**config.mk**
```make
export PLATFORM = sky130hd
export DESIGN_NAME = nand_rd_seq
export DESIGN_NICKNAME = d
export VERILOG_FILES = /design/src/rtl/nrs_pkg.sv /design/src/rtl/nrs_rb_sync.sv /design/src/rtl/nrs_tmo.sv /design/src/rtl/nand_rd_seq.sv
export SDC_FILE = /design/constraint.sdc
export NUM_CORES = 1
export LEC_CHECK = 0
export ABC_CLOCK_PERIOD_IN_PS = 2130
export BUFFER_PORTS_ARGS = -buffer_cell sky130_fd_sc_hd__buf_4
export CORE_MARGIN = 3
export CORE_UTILIZATION = 25
export CTS_CLUSTER_DIAMETER = 50
export DETAILED_ROUTE_END_ITERATION = 8
export GPL_TIMING_DRIVEN = 0
export SLEW_MARGIN = 20
export SYNTH_ARGS = -nofsm -noshare
export SYNTH_HDL_FRONTEND = slang
export SYNTH_SLANG_ARGS = --single-unit
```
**constraint.sdc**
```tcl
create_clock -name clk -period 2.13 [get_ports clk]
set_clock_uncertainty 0.2 [all_clocks]
set_input_delay 0.426 -clock clk [delete_from_list [all_inputs] [get_ports clk]]
set_output_delay 0.426 -clock clk [all_outputs]
set_load 0.1 [all_outputs]
```
**src/rtl/nrs_pkg.sv**
```systemverilog
package nrs_pkg;

    localparam int ROW_W = 24;
    localparam int COL_W = 12;
    localparam int LEN_W = 12;

    localparam logic [7:0] CMD_SETUP   = 8'h00;
    localparam logic [7:0] CMD_CONFIRM = 8'h30;
    localparam logic [2:0] LAST_IDX    = 3'd6;

    typedef enum logic [3:0] {
        S_IDLE,
        S_WLO,
        S_WHI,
        S_TWB,
        S_WBSY,
        S_WRDY,
        S_RLO,
        S_RHI,
        S_OUT
    } seq_st_e;

    typedef struct packed {
        logic [ROW_W-1:0] page;
        logic [COL_W-1:0] col;
    } rd_req_t;

    function automatic int imax(input int a, input int b);
        return (a > b) ? a : b;
    endfunction

    function automatic logic is_cmd(input logic [2:0] idx);
        return (idx == 3'd0) || (idx == LAST_IDX);
    endfunction

    // Byte written on bus cycle idx: setup, 2 column, 3 row, confirm
    function automatic logic [7:0] seq_byte(input logic [2:0] idx, input rd_req_t r);
        case (idx)
            3'd0:    return CMD_SETUP;
            3'd1:    return r.col[7:0];
            3'd2:    return {4'h0, r.col[11:8]};
            3'd3:    return r.page[7:0];
            3'd4:    return r.page[15:8];
            3'd5:    return r.page[23:16];
            default: return CMD_CONFIRM;
        endcase
    endfunction

endpackage

```
**src/rtl/nrs_rb_sync.sv**
```systemverilog
module nrs_rb_sync #(
    parameter int STAGES = 2
) (
    input  logic clk,
    input  logic rst,
    input  logic din,
    output logic dout
);
    logic [STAGES-1:0] sh;

    always_ff @(posedge clk) begin
        if (rst) sh <= '1;
        else     sh <= {sh[STAGES-2:0], din};
    end

    assign dout = sh[STAGES-1];
endmodule

```
**src/rtl/nrs_tmo.sv**
```systemverilog
module nrs_tmo #(
    parameter int LIMIT = 4096
) (
    input  logic clk,
    input  logic rst,
    input  logic run,
    input  logic restart,
    output logic expired
);
    localparam int TW = $clog2(LIMIT + 1);

    logic [TW-1:0] cnt;

    assign expired = run && (cnt == TW'(LIMIT - 1));

    always_ff @(posedge clk) begin
        if (rst || !run || restart) cnt <= '0;
        else if (!expired)          cnt <= cnt + 1'b1;
    end
endmodule

```
**src/rtl/nand_rd_seq.sv**
```systemverilog
module nand_rd_seq
    import nrs_pkg::*;
#(
    parameter int WE_LO_CYC = 2,
    parameter int WE_HI_CYC = 2,
    parameter int RE_LO_CYC = 2,
    parameter int RE_HI_CYC = 1,
    parameter int TWB_CYC   = 4,
    parameter int TMO_CYC   = 4096
) (
    input  logic             clk,
    input  logic             rst,
    input  logic             req_valid,
    input  logic [ROW_W-1:0] req_page,
    input  logic [COL_W-1:0] req_col,
    input  logic [LEN_W-1:0] req_len,
    output logic             busy,
    output logic             err_timeout,
    output logic             out_valid,
    input  logic             out_ready,
    output logic [7:0]       out_data,
    output logic             nf_chip_sel_n,
    output logic             nf_cmd_latch,
    output logic             nf_addr_latch,
    output logic             nf_wr_n,
    output logic             nf_rd_n,
    output logic [7:0]       nf_dq_o,
    output logic             nf_dq_oe,
    input  logic [7:0]       nf_dq_i,
    input  logic             nf_rdy
);
    localparam int PH_MAX = imax(imax(imax(WE_LO_CYC, WE_HI_CYC),
                                      imax(RE_LO_CYC, RE_HI_CYC)), TWB_CYC);
    localparam int PH_W   = $clog2(PH_MAX + 1);

    seq_st_e          st;
    rd_req_t          req_q;
    logic [2:0]       idx;
    logic [PH_W-1:0]  ph_cnt;
    logic [PH_W-1:0]  ph_lim;
    logic             ph_done;
    logic [LEN_W-1:0] remain;
    logic [7:0]       data_q;
    logic             err_q;
    logic             rdy_s;
    logic             tmo_run;
    logic             tmo_restart;
    logic             tmo_exp;
    logic             wr_phase;

    nrs_rb_sync #(.STAGES(2)) u_sync (
        .clk  (clk),
        .rst  (rst),
        .din  (nf_rdy),
        .dout (rdy_s)
    );

    assign tmo_run     = (st == S_WBSY) || (st == S_WRDY);
    assign tmo_restart = (st == S_WBSY) && !rdy_s;

    nrs_tmo #(.LIMIT(TMO_CYC)) u_tmo (
        .clk     (clk),
        .rst     (rst),
        .run     (tmo_run),
        .restart (tmo_restart),
        .expired (tmo_exp)
    );

    always_comb begin
        case (st)
            S_WLO:   ph_lim = PH_W'(WE_LO_CYC);
            S_WHI:   ph_lim = PH_W'(WE_HI_CYC);
            S_TWB:   ph_lim = PH_W'(TWB_CYC);
            S_RLO:   ph_lim = PH_W'(RE_LO_CYC);
            S_RHI:   ph_lim = PH_W'(RE_HI_CYC);
            default: ph_lim = PH_W'(1);
        endcase
    end

    assign ph_done = (ph_cnt == ph_lim - 1'b1);

    always_ff @(posedge clk) begin
        if (rst) begin
            st     <= S_IDLE;
            req_q  <= '0;
            idx    <= '0;
            ph_cnt <= '0;
            remain <= '0;
            data_q <= '0;
            err_q  <= 1'b0;
        end else begin
            case (st)
                S_WLO, S_WHI, S_TWB, S_RLO, S_RHI:
                    ph_cnt <= ph_done ? '0 : ph_cnt + 1'b1;
                default:
                    ph_cnt <= '0;
            endcase

            case (st)
                S_IDLE: if (req_valid) begin
                    req_q  <= '{page: req_page, col: req_col};
                    remain <= req_len;
                    idx    <= '0;
                    err_q  <= 1'b0;
                    st     <= S_WLO;
                end
                S_WLO: if (ph_done) st <= S_WHI;
                S_WHI: if (ph_done) begin
                    if (idx == LAST_IDX) begin
                        st <= S_TWB;
                    end else begin
                        idx <= idx + 3'd1;
                        st  <= S_WLO;
                    end
                end
                S_TWB: if (ph_done) st <= S_WBSY;
                S_WBSY: begin
                    if (!rdy_s) st <= S_WRDY;
                    else if (tmo_exp) begin
                        err_q <= 1'b1;
                        st    <= S_IDLE;
                    end
                end
                S_WRDY: begin
                    if (rdy_s) st <= (remain == '0) ? S_IDLE : S_RLO;
                    else if (tmo_exp) begin
                        err_q <= 1'b1;
                        st    <= S_IDLE;
                    end
                end
                S_RLO: if (ph_done) begin
                    data_q <= nf_dq_i;
                    st     <= S_RHI;
                end
                S_RHI: if (ph_done) st <= S_OUT;
                S_OUT: if (out_ready) begin
                    remain <= remain - 1'b1;
                    st     <= (remain == LEN_W'(1)) ? S_IDLE : S_RLO;
                end
                default: st <= S_IDLE;
            endcase
        end
    end

    assign wr_phase      = (st == S_WLO) || (st == S_WHI);
    assign busy          = (st != S_IDLE);
    assign err_timeout   = err_q;
    assign out_valid     = (st == S_OUT);
    assign out_data      = data_q;
    assign nf_chip_sel_n = (st == S_IDLE);
    assign nf_cmd_latch  = wr_phase && is_cmd(idx);
    assign nf_addr_latch = wr_phase && !is_cmd(idx);
    assign nf_wr_n       = (st != S_WLO);
    assign nf_rd_n       = (st != S_RLO);
    assign nf_dq_oe      = wr_phase;
    assign nf_dq_o       = wr_phase ? seq_byte(idx, req_q) : 8'h00;
endmodule

```
==> summary.txt <==
Setup path
  • R2R setup slack: -120 ps
  • Reg2reg start: st[0]
  • Crit path max fanout: 6
  • Worst Setup EP: nf_dq_o[3]
  • R2R depth: 8
  • Setup crit end kind: output port
  • Worst Setup SP: idx[0]
  • Arrival time worst endpoint: slightly above 2000 ps
  • Crit path kind: flip-flop to output port
  • Startpoint types: flip-flop
  • FF-to-FF End: st[2]
  • Worst endpoint required time: roughly 1500 ps

Logic synthesis
  • Synth area leaders: dfxtp_1 39%, nand2_1 8.8%, a21oi_1 8.1%
  • Post-Syn Nets: 601
  • Mapped cell area: 4260 µm²
  • Syn_area_per_cell: 8.04 µm²
  • Top post-synthesis cells by count: 100 x nand2_1, 82 x dfxtp_1, 69 x a21oi_1
  • Synth cell types: 69
  • Ys flop type: dfxtp_1
  • Post-synth EDFFs: 0
  • Count leader, synth: nand2_1
  • Register bit total from synthesis: 82
  • Ys async rst share: 0
  • Post-synth top area cell: dfxtp_1
  • Count of warnings emitted by yosys: 0
  • Mapped Cells: 530
  • Yosys top cell area share: 0.385
  • Seq/Total Area, Yosys: 0.385

Timing
  • Final Hold Vio Count: 0
  • Final setup viols: 26
  • Max Slew Vio Count: 0
  • Max Freq: 376 MHz
  • Setup ws final: -529 ps
  • RSZ-0062 raised after global routing: true
  • Slew HR: 0.505
  • Post-route minimum period: 2660 ps
  • Ratio of final minimum period to clock period: 1.25
  • Pin slew with the least headroom to its limit: 742 ps

Floorplanning
  • Die ar.: 18,600 µm²
  • Number of top-level pins: 86
  • Die Ht: 137 µm
  • Chip Width: about 140 µm
  • Initial Util: 0.256
  • Core Area: 16,600 µm²
  • Cell Rows: 47

Run status
  • Failing checks: setup timing
  • Outcome: finished with violations

CTS
  • Clock tree buffer depth: 2
  • Cts hold-fix bufs: 0
  • Clk_lat worst skew: roughly 350 ps
  • TritonCTS Buffers: 9
  • Total number of H-tree levels: 3
  • CTS Sinks: 82
  • Worst-path clk slew: around 60 ps
  • CTS tree: yes
  • CTS root buf: clkbuf_16

Final layout
  • Filler Cells Inserted: 1,636
  • Multi-input gate area in the final layout: 3020 µm²
  • Ant. Diodes: 0
  • # nets final: about 730
  • Layout cells sized above 1: 0.422
  • Finished Layout Cells: between 800 and 900
  • Layout area overhead: 59.9%
  • FF+latch area: about 1700 µm²
  • Post-route cell area: 6810 µm²

Place
  • Global placement routability congestion: between 0.8 and 0.9
  • Port-buffer cells: between 80 and 90
  • DPL Wire Length: a little over 9 mm
  • Placed instance count: 835
  • Dpl cell area: 5420 µm²
  • Pre-CTS setup slack: -376 ps

Power and ir drop
  • Leak Pwr: 2.47 nW
  • Peak supply drop: a little under 0.9 mV
  • P_int: 4.03 mW
  • Power density cells: 990 nW/µm²
  • Sequential Power Share: 0.284
  • Switching Fraction: 0.402
  • Clock power frac: 0.237
  • Combinational power share: 0.479
  • Sw Pwr: 2.71 mW

Drt
  • Post-route ant nets: 0
  • Avg Vias per Cell: 4.92
  • Routed vias: ~4,400
  • DR WL/cell: 15.8 µm
  • DR iter-0 viols: 272
  • Final WL: 14.0 mm
  • DRC violations left: 0
  • 1st-pass router iterations: 5

Global route
  • Total track usage: 0.142
  • First-pass GRT wire length: 20.9 mm
  • Vias in the first global route: a little over 4,000
  • Initial antenna violation count: 0
  • Overflow after GRT: 0
  • Pin count of the biggest net entering global routing: 16

Worst hold path
  • Hold crit path type: input port to flip-flop

Run
  • Max-cap violations: 0
kinds of logic (layout without fill, tap and decap cells):
group,count (synthesis),after routing,synth area share
simple gates,219,219,0.264
xor+xnor,11,11,0.0226
mux,7,7,0.0182
compound gates,154,154,0.228
fa+ha+maj,10,10,0.0294
buf+inv,47,185,0.0532
flops,82,82,0.385
through the flow:
stage          setup TNS (ps)  power [mW]  hold WS [ps]  utilization
2_1_floorplan           -2480        3.58           189            -
3_3_place_gp            -3730        4.15           192        0.326
3_5_place_dp            -3520        4.15           197        0.326
4_1_cts                 -5140        6.14          50.7        0.375
5_1_grt                 -7390        7.07          53.0        0.409
6_report                -5780        6.74          63.7        0.409
flip-flops by register name (all words and copies together), names as in the netlist:
| register | cells |
|---|---|
| u_tmo.cnt | 13 |
| req_q | 36 |
| ph_cnt | 3 |
| u_sync.sh | 2 |
| out_data | 8 |
| err_timeout | 1 |
| st | 4 |
| remain | 12 |
| idx | 3 |
power by group through the flow:
stage | clock network [mW] | logic (mW) | registers, mW
final | 1.60 | 3.23 | 1.91
after global routing | 1.70 | 3.43 | 1.94
after CTS | 1.64 | 2.60 | 1.90
after detailed placement | 0 | 2.22 | 1.94
after global placement | 0 | 2.21 | 1.93
after floorplan | 0 | 1.70 | 1.88
area by class of cell:
cell class / count / area share
plain buffers: 30 / 0.0362
clock buffers: 9 / 0.0331
clock inverters: 7 / 0.0112
inverters: 13 / 0.0114
multi-input cells: 401 / 0.444
flip-flops and latches: 82 / 0.246
well taps: 220 / 0.0404
repair buffers: 126 / 0.178
layout by cell type (no fill, tap or decap), types with 6 or more instances in the layout:
master and n:
nor3_1 6, buf_12 18, clkbuf_1 8, buf_4 99, a21oi_2 13, a22oi_1 15, nand4_1 8, xor2_1 7
o21ai_0 9, inv_1 6, dfxtp_1 71, nand2_1 95, o21ai_1 19, buf_8 6, dfxtp_4 7, nand3_4 8
a21oi_1 51, nor2_1 29, buf_6 14, clkbuf_16 10
worst min path at each step:
stage,start,slack (ps),end,cells past startpoint
2_1_floorplan,u_sync.sh[0],190,u_sync.sh[1],1
3_3_place_gp,u_sync.sh[0],190,u_sync.sh[1],1
3_5_place_dp,u_sync.sh[0],200,u_sync.sh[1],1
4_1_cts,nf_rdy,50,u_sync.sh[0],2
5_1_grt,nf_rdy,50,u_sync.sh[0],2
6_report,nf_rdy,60,u_sync.sh[0],2
critical path, stage by stage, from the launching register on:
cell and delay [ps]:
dfxtp_4 400, inv_4 50, ha_4 150, nor2b_4 120, or4_4 560, nand2_8 160
a21oi_4 60, buf_12 190
per-layer routing:
layer / share of wire / GRT usage / vias to the layer above
li1: - / - / 2158
met1: 0.46 / 0.192 / 2074
met2: 0.48 / 0.220 / 122
met3: 0.051 / 0.0371 / 14
met4: 0.013 / 0.0442 / 0
met5: 0 / 0 / -
what timing repair did:
item / in CTS / in global routing
setup buffers: 22 / 19
gates resized for setup: 93 / 117
gates cloned: 2 / 1
setup endpoints to repair: 31 / 84
hold endpoints to repair: 0 / 0
pin swaps: 19 / 46
Note: power is estimated with default switching activity, not from simulation.
